File: src/rtl/strobe_ram_pkg.sv
package strobe_ram_pkg;
  typedef enum logic [1:0] {
    ACC_NONE  = 2'd0,
    ACC_RD    = 2'd1,
    ACC_WR    = 2'd2,
    ACC_CLASH = 2'd3
  } acc_e;
endpackage

File: src/rtl/strobe_arbiter.sv
module strobe_arbiter
  import strobe_ram_pkg::*;
(
  input  logic clk_i,
  input  logic rst_ni,
  input  logic rd_i,
  input  logic wr_i,
  output logic re_o,
  output logic we_o,
  output logic abort_o
);
  logic armed_q;
  logic abort_q;
  acc_e kind;

  always_comb begin
    kind = ACC_NONE;
    if (armed_q) begin
      unique case ({rd_i, wr_i})
        2'b10:   kind = ACC_RD;
        2'b01:   kind = ACC_WR;
        2'b11:   kind = ACC_CLASH;
        default: kind = ACC_NONE;
      endcase
    end
  end

  assign re_o    = (kind == ACC_RD);
  assign we_o    = (kind == ACC_WR);
  assign abort_o = abort_q;

  always_ff @(posedge clk_i or negedge rst_ni) begin
    if (!rst_ni) begin
      armed_q <= 1'b1;
      abort_q <= 1'b0;
    end else begin
      abort_q <= (kind == ACC_CLASH);
      if (kind != ACC_NONE)   armed_q <= 1'b0;
      else if (!rd_i && !wr_i) armed_q <= 1'b1;
    end
  end


  disarm_chk: assert property (@(posedge clk_i) disable iff (!rst_ni)
    (armed_q && (rd_i || wr_i)) |=> !armed_q);


  abort_single_chk: assert property (@(posedge clk_i) disable iff (!rst_ni)
    abort_o |=> !abort_o);
endmodule

File: src/rtl/ram_store.sv
module ram_store #(
  parameter int AW = 4,
  parameter int DW = 8
) (
  input  logic          clk_i,
  input  logic          we_i,
  input  logic [AW-1:0] addr_i,
  input  logic [DW-1:0] wdata_i,
  output logic [DW-1:0] rdata_o
);
  localparam int Depth = 1 << AW;

  logic [DW-1:0] mem_q [Depth];

  always_ff @(posedge clk_i) begin
    if (we_i) mem_q[addr_i] <= wdata_i;
  end

  assign rdata_o = mem_q[addr_i];


  wr_land_chk: assert property (@(posedge clk_i)
    we_i |=> mem_q[$past(addr_i)] == $past(wdata_i));
endmodule

File: src/rtl/out_stage.sv
module out_stage #(
  parameter int DW = 8
) (
  input  logic          clk_i,
  input  logic          rst_ni,
  input  logic          re_i,
  input  logic          abort_i,
  input  logic          blk_rd_i,
  input  logic [DW-1:0] rdata_i,
  output logic [DW-1:0] local_o,
  output logic [DW-1:0] bus_o,
  output logic          bus_oe_o
);
  logic [DW-1:0] local_q;

  always_ff @(posedge clk_i or negedge rst_ni) begin
    if (!rst_ni)   local_q <= '0;
    else if (re_i) local_q <= rdata_i;
  end

  assign local_o  = local_q;
  assign bus_oe_o = blk_rd_i;
  assign bus_o    = blk_rd_i ? local_q : '0;


  clash_hold_chk: assert property (@(posedge clk_i) disable iff (!rst_ni)
    abort_i |-> $stable(local_q));


  local_hold_chk: assert property (@(posedge clk_i) disable iff (!rst_ni)
    !re_i |=> $stable(local_q));
endmodule

File: src/rtl/strobe_ram.sv
module strobe_ram #(
  parameter int AW = 4,
  parameter int DW = 8
) (
  input  logic          clk_i,
  input  logic          rst_ni,
  input  logic          rd_i,
  input  logic          wr_i,
  input  logic          blk_rd_i,
  input  logic [AW-1:0] addr_i,
  input  logic [DW-1:0] bus_i,
  output logic [DW-1:0] bus_o,
  output logic          bus_oe_o,
  output logic [DW-1:0] local_o,
  output logic          abort_o
);
  logic          re, we;
  logic [DW-1:0] rdata;

  strobe_arbiter u_arb (
    .clk_i   (clk_i),
    .rst_ni  (rst_ni),
    .rd_i    (rd_i),
    .wr_i    (wr_i),
    .re_o    (re),
    .we_o    (we),
    .abort_o (abort_o)
  );

  ram_store #(.AW(AW), .DW(DW)) u_mem (
    .clk_i   (clk_i),
    .we_i    (we),
    .addr_i  (addr_i),
    .wdata_i (bus_i),
    .rdata_o (rdata)
  );

  out_stage #(.DW(DW)) u_out (
    .clk_i    (clk_i),
    .rst_ni   (rst_ni),
    .re_i     (re),
    .abort_i  (abort_o),
    .blk_rd_i (blk_rd_i),
    .rdata_i  (rdata),
    .local_o  (local_o),
    .bus_o    (bus_o),
    .bus_oe_o (bus_oe_o)
  );


  oe_indep_chk: assert property (@(posedge clk_i) disable iff (!rst_ni)
    bus_oe_o == blk_rd_i);
endmodule

File: config.mk
export PLATFORM = sky130hd
export DESIGN_NAME = strobe_ram
export DESIGN_NICKNAME = d
export VERILOG_FILES = /design/src/rtl/strobe_ram_pkg.sv /design/src/rtl/strobe_arbiter.sv /design/src/rtl/ram_store.sv /design/src/rtl/out_stage.sv /design/src/rtl/strobe_ram.sv
export SDC_FILE = /design/constraint.sdc
export NUM_CORES = 1
export LEC_CHECK = 0
export BUFFER_PORTS_ARGS = -buffer_cell sky130_fd_sc_hd__buf_2
export CAP_MARGIN = 10
export CORE_ASPECT_RATIO = 1.4
export CORE_UTILIZATION = 58
export DETAILED_ROUTE_END_ITERATION = 6
export HOLD_SLACK_MARGIN = 0.15
export PLACE_DENSITY = 0.84
export REMOVE_ABC_BUFFERS = 1
export SLEW_MARGIN = 20
export SYNTH_ARGS = -nofsm -noshare
export SYNTH_HDL_FRONTEND = slang
export SYNTH_SLANG_ARGS = --single-unit
File: constraint.sdc
create_clock -name clk_i -period 2.4 [get_ports clk_i]
set_input_delay 0.48 -clock clk_i [delete_from_list [all_inputs] [get_ports clk_i]]
set_output_delay 0.48 -clock clk_i [all_outputs]
set_load 0.01 [all_outputs]
After elaboration in Yosys (flattened, before gate mapping):

Memories as Yosys holds them, arrays and structs flattened. A register that Yosys moved wholly into a read port is not among the register bits.
Index checks and enable logic that the tools add are counted.

* bits in registers: 2
* memory bits (writable): 128
* input bits: 17
* output and inout bits: 18
* word-level logic and storage cells: 22
* memories: 1

Memories
* u_mem.mem_q: words 16, bits a word 8, read ports 1, clocked after memory_dff 1, write ports 1, RTL line ram_store.sv:13 `logic [DW-1:0] mem_q [Depth];`

* equal/unequal tests: 6
* mux-type cells: 7
* reduce and logical (&&, ||, !) cells: 6

Operators by type and width (number)
* equality test 2 bit (second input constant): 4
* 2-to-1 mux 8 bit: 1
* one-hot mux 2 bit (3 select lines): 1
* equality test 2 x 1 -> 1 bit (second input constant): 2
* 2-to-1 mux 1 bit: 4
* nonzero test 2 bit: 2
* logical NOT 1 bit: 3
* 2-to-1 mux 2 bit: 1
* logical AND 1 bit: 1

Depth between registers and ports, before layout:

* depth after elaboration: 6
* mapped depth: 7
* gate-level depth less buffers: 4

Cells and area by module:

Synthesis repeated with hierarchy kept, for this count alone.

* cells, all modules: 254
* area, all modules: 5376.4 µm²

Modules (own cells, without submodules)
* ram_store: instances 1, cells an instance 222, area an instance 4907.2 µm², sequential area each 3843.7 µm²
* out_stage: instances 1, cells an instance 26, area an instance 389.1 µm², sequential area each 200.2 µm²
* strobe_arbiter: instances 1, cells an instance 6, area an instance 80.1 µm², sequential area each 51.3 µm²

Least setup slack after synthesis:

Ideal clock, no wire load.

* kind: input -> register
* start point: input port addr_i[1]
* end point: memory u_mem.mem_q[2][0] (enable)
* library setup time: 0.383 ns
* data arrival time: 1.782 ns
* data required time: 2.017 ns
* path slack: 0.235 ns
* cell stages on the path: 5
* buffers on the path: 2
* cell sequence: buf_6 > buf_12 > nand2b_1 > or3_1 > nor3_1

RTL lines
* from (decl): RTL line strobe_ram.sv:10 `input logic [AW-1:0] addr_i,`
* to (decl): RTL line ram_store.sv:13

Straight into the memory's write port.

Worst setup path in the final report:

* start point: register u_arb.armed_q
* end point: memory u_mem.mem_q[8][0] (enable)

* word-level cells in the longest chain between the ends: 4

RTL lines
* from (decl): RTL line strobe_arbiter.sv:12 `logic armed_q;`
* from (signal assigned): RTL line strobe_arbiter.sv:34 `armed_q <= 1'b1;`
* from (signal assigned): RTL line strobe_arbiter.sv:38 `if (kind != ACC_NONE) armed_q <= 1'b0;`
* from (signal assigned): RTL line strobe_arbiter.sv:39 `else if (!rd_i && !wr_i) armed_q <= 1'b1;`
* 2-to-1 mux 2 bit: RTL line strobe_arbiter.sv:18 `if (armed_q) begin`
* equality test 2 bit: RTL line strobe_arbiter.sv:29 `assign we_o = (kind == ACC_WR);`
* 2-to-1 mux 1 bit: RTL line ram_store.sv:16 `if (we_i) mem_q[addr_i] <= wdata_i;`
* 2-to-1 mux 1 bit (implied by the code): RTL line ram_store.sv:16

No other way between the ends.

==> reports/summary.txt <==
die area = 9931 sq um
Crit path buffers/inverters = 0
largest net degree at the start of global routing = 29
Row Count = 41
combinational power share = 6.3%
Clk pin slew, worst setup/hold paths = 0.06 ns
Seq cells post-synth = 138
Critical Path, Cell by Cell = nand2_1 > nor2_1 > nand2_1 > nor2_1
global-route wire length before repair = 17,150 um
Initial Util = 60.54%
Crit-path slowest cell = nor2_1
Slew Viols, Final = 0
TritonCTS clock tree = yes
final setup violating endpoints = 0
Core Area = 9131 sq um
Tcrit/Tclk final = 81.78%
sequential share of power = 47.8%
Clock Path Buffers = 2
CP max FO = 8
Mapped Area = 5528 sq um
area grow syn2layout = 17.02%
hold_buf cts = 1
Setup crit start = u_arb.armed_q
RSZ-0062 raised after global routing = no
Hold Path Class = in -> reg
layout cells sized above 1 = 24.49%
worst r2r src = u_arb.armed_q
initial antenna violation count = 0
Total Power = 5.639 mW
initial DRC count = 338
htree depth = 4
Slew HR = 50.43%
DRT Pass-1 Iters = 7
clk_lat worst skew = 0.41 ns
VDD IR max = 825.4 uV
Ports = 35
Final HPWL DP = 7256 um
number of library cell types mapped by synthesis = 31
CP top delay family = simple AND/OR/NAND/NOR gates
Setup Skew = 0.007386 ns
height of the die = 117.5 um
vias = 3,060
PD cells = 871.7 nW/um^2
DRC = 5
Reg2Reg Setup Slack = 0.44 ns
nets = 396
kind of critical path = reg -> reg
total track usage = 24.41%
internal power = 4.525 mW
die width = 84.51 um
Clock Sink Count = 138
cts bufs inserted = 17
Antenna Cells = 0
Avg Inst Size Synth = 17.17 sq um
final instance area = 6469 sq um
Synth Instances = 322
FILL cells = 556
worst-margin pin slew = 0.7408 ns
CTS resizes = 0
Wirelength per Cell = 22.38 um
clock share of power = 45.9%
Total Wirelength = 11,170 um
sequential cell area fraction in the yosys report = 74.08%
vias in the first global route = 3,059
Worst setup endpoint = u_mem.mem_q[8][0]
Tmin final = 1.963 ns
switching pwr = 1.114 mW
post-route ant nets = 0
Worst EP arrival = 2.00 ns
max cap viols = 0
GP Congestion = 0.8162
clock root buffer master = clkbuf_16
Syn. warnings = 0
PortBufs = 34
Req. time, crit path = 2.44 ns
failing checks = design-rule violations
setup total negative slack = 0 ns
Peak Freq = 0.5095 GHz
Final Hold Vio Count = 0
routed vias/inst = 6.132
CP startpoint kind = register
outcome = finished, violations left
Reg2Reg Capture Point = u_mem.mem_q[8][0]
Post-DP Area = 5867 sq um
LEAKAGE = 2.341 nW
R2R cell count = 4
CP peak stage delay = 0.61 ns
Congestion Overflow GR = 0
postcts setup bufs = 0
switching portion of total power = 19.75%
Worst path depth = 4
crit end category = register
## Yosys cell counts, drive strengths merged
cell | number | area (sq um)
dfstp | 1 | 26.28
a31oi | 8 | 50.05
a2bb2oi | 3 | 26.28
or3 | 1 | 6.260
mux2i | 48 | 480.5
mux4 | 8 | 180.2
dfrtp | 9 | 225.2
nor4 | 3 | 18.77
o21ai | 5 | 25.02
o32ai | 3 | 26.28
buf | 16 | 130.1
or3b | 2 | 17.52
nor3 | 7 | 35.03
nor2 | 32 | 120.1
o22ai | 10 | 62.56
nand2b | 3 | 18.77
nor2b | 1 | 6.260
clkbuf | 3 | 12.51
and3 | 1 | 6.260
a221oi | 5 | 75.07
and2 | 9 | 58.81
edfxtp | 128 | 3844
nand3b | 3 | 22.52
nand3 | 4 | 20.02
nand2 | 9 | 33.78
## cells by family (layout without fill, tap and decap cells)
family	Yosys count	count (layout)	synth area share, %
simple gates	75	75	6.587
flops	138	138	74.08
compound gates	34	34	4.799
mux	56	56	11.95
buf+inv	19	89	2.580
## metal layers
layer	global-route usage, %	wire, um
met5	0	0
met4	10.70	281
met3	7.433	718
met2	40.50	5839
met1	29.46	4330
## per-stage QoR
| step | util (%) | cells | hold slack [ns] | worst slack (ns) |
|---|---|---|---|---|
| 2_1_floorplan | - | 303 | 0.1844 | 0.2212 |
| 3_3_place_gp | 64.25 | 466 | 0.3485 | 0.3431 |
| 3_5_place_dp | 64.25 | 466 | 0.3588 | 0.2804 |
| 4_1_cts | 70.84 | 499 | 0.2191 | 0.4469 |
| 5_1_grt | 70.84 | 499 | 0.2338 | 0.3479 |
| 6_report | 70.84 | 499 | 0.2281 | 0.4373 |
## layout by cell type (no fill, tap or decap), drive strengths merged, types with 3 or more instances in the layout
| master | netlist | routed |
|---|---|---|
| clkbuf | 3 | 21 |
| nand3b | 3 | 3 |
| edfxtp | 128 | 128 |
| nor4 | 3 | 3 |
| nor3 | 7 | 7 |
| a31oi | 8 | 8 |
| o22ai | 10 | 10 |
| mux2i | 48 | 48 |
| o32ai | 3 | 3 |
| dfrtp | 9 | 9 |
| o21ai | 5 | 5 |
| a221oi | 5 | 5 |
| nand2b | 3 | 3 |
| clkinv | 0 | 7 |
| a2bb2oi | 3 | 3 |
| nand2 | 9 | 9 |
| and2 | 9 | 9 |
| nand3 | 4 | 4 |
| mux4 | 8 | 8 |
| nor2 | 32 | 32 |
| bufinv | 0 | 4 |
| buf | 16 | 56 |
## worst min-delay path by stage
| stage | start | endpoint | slack [ns] | depth (start not counted) |
|---|---|---|---|---|
| after floorplan | rst_ni | u_arb.abort_o | 0.18 | 0 |
| after global placement | rst_ni | u_out.local_o[1] | 0.35 | 1 |
| after detailed placement | rst_ni | u_out.local_o[1] | 0.36 | 1 |
| after CTS | wr_i | u_arb.armed_q | 0.22 | 2 |
| after global routing | wr_i | u_arb.armed_q | 0.23 | 2 |
| final | wr_i | u_arb.armed_q | 0.23 | 2 |
## final cells by class
cell class	instances	area, sq um	area share (%)
clock buffer	21	440.4	6.809
clock inverter	11	151.4	2.340
multi-input combinational	165	1290	19.94
sequential	138	4095	63.31
tap	107	133.9	2.070
timing repair buffer	57	357.8	5.532
## power by group through the flow
stage	Clock, mW	Sequential, mW	Combinational, mW
final	2.59	2.70	0.353
after global routing	2.71	2.70	0.380
after CTS	2.60	2.70	0.354
after detailed placement	0	2.74	0.349
after global placement	0	2.74	0.337
after floorplan	0	2.75	0.144
## worst register-to-register path, cell delays in order (launching register included)
cell,delay (ns)
dfstp_2,0.54
nand2_1,0.10
nor2_1,0.18
nand2_1,0.15
nor2_1,0.61
## state kept, by name, summed over array words and instances (netlist names)
register       count
u_mem.mem_q      128
u_out.local_o      8
u_arb.abort_o      1
u_arb.armed_q      1
No activity file was read; power rests on OpenSTA's default activity.
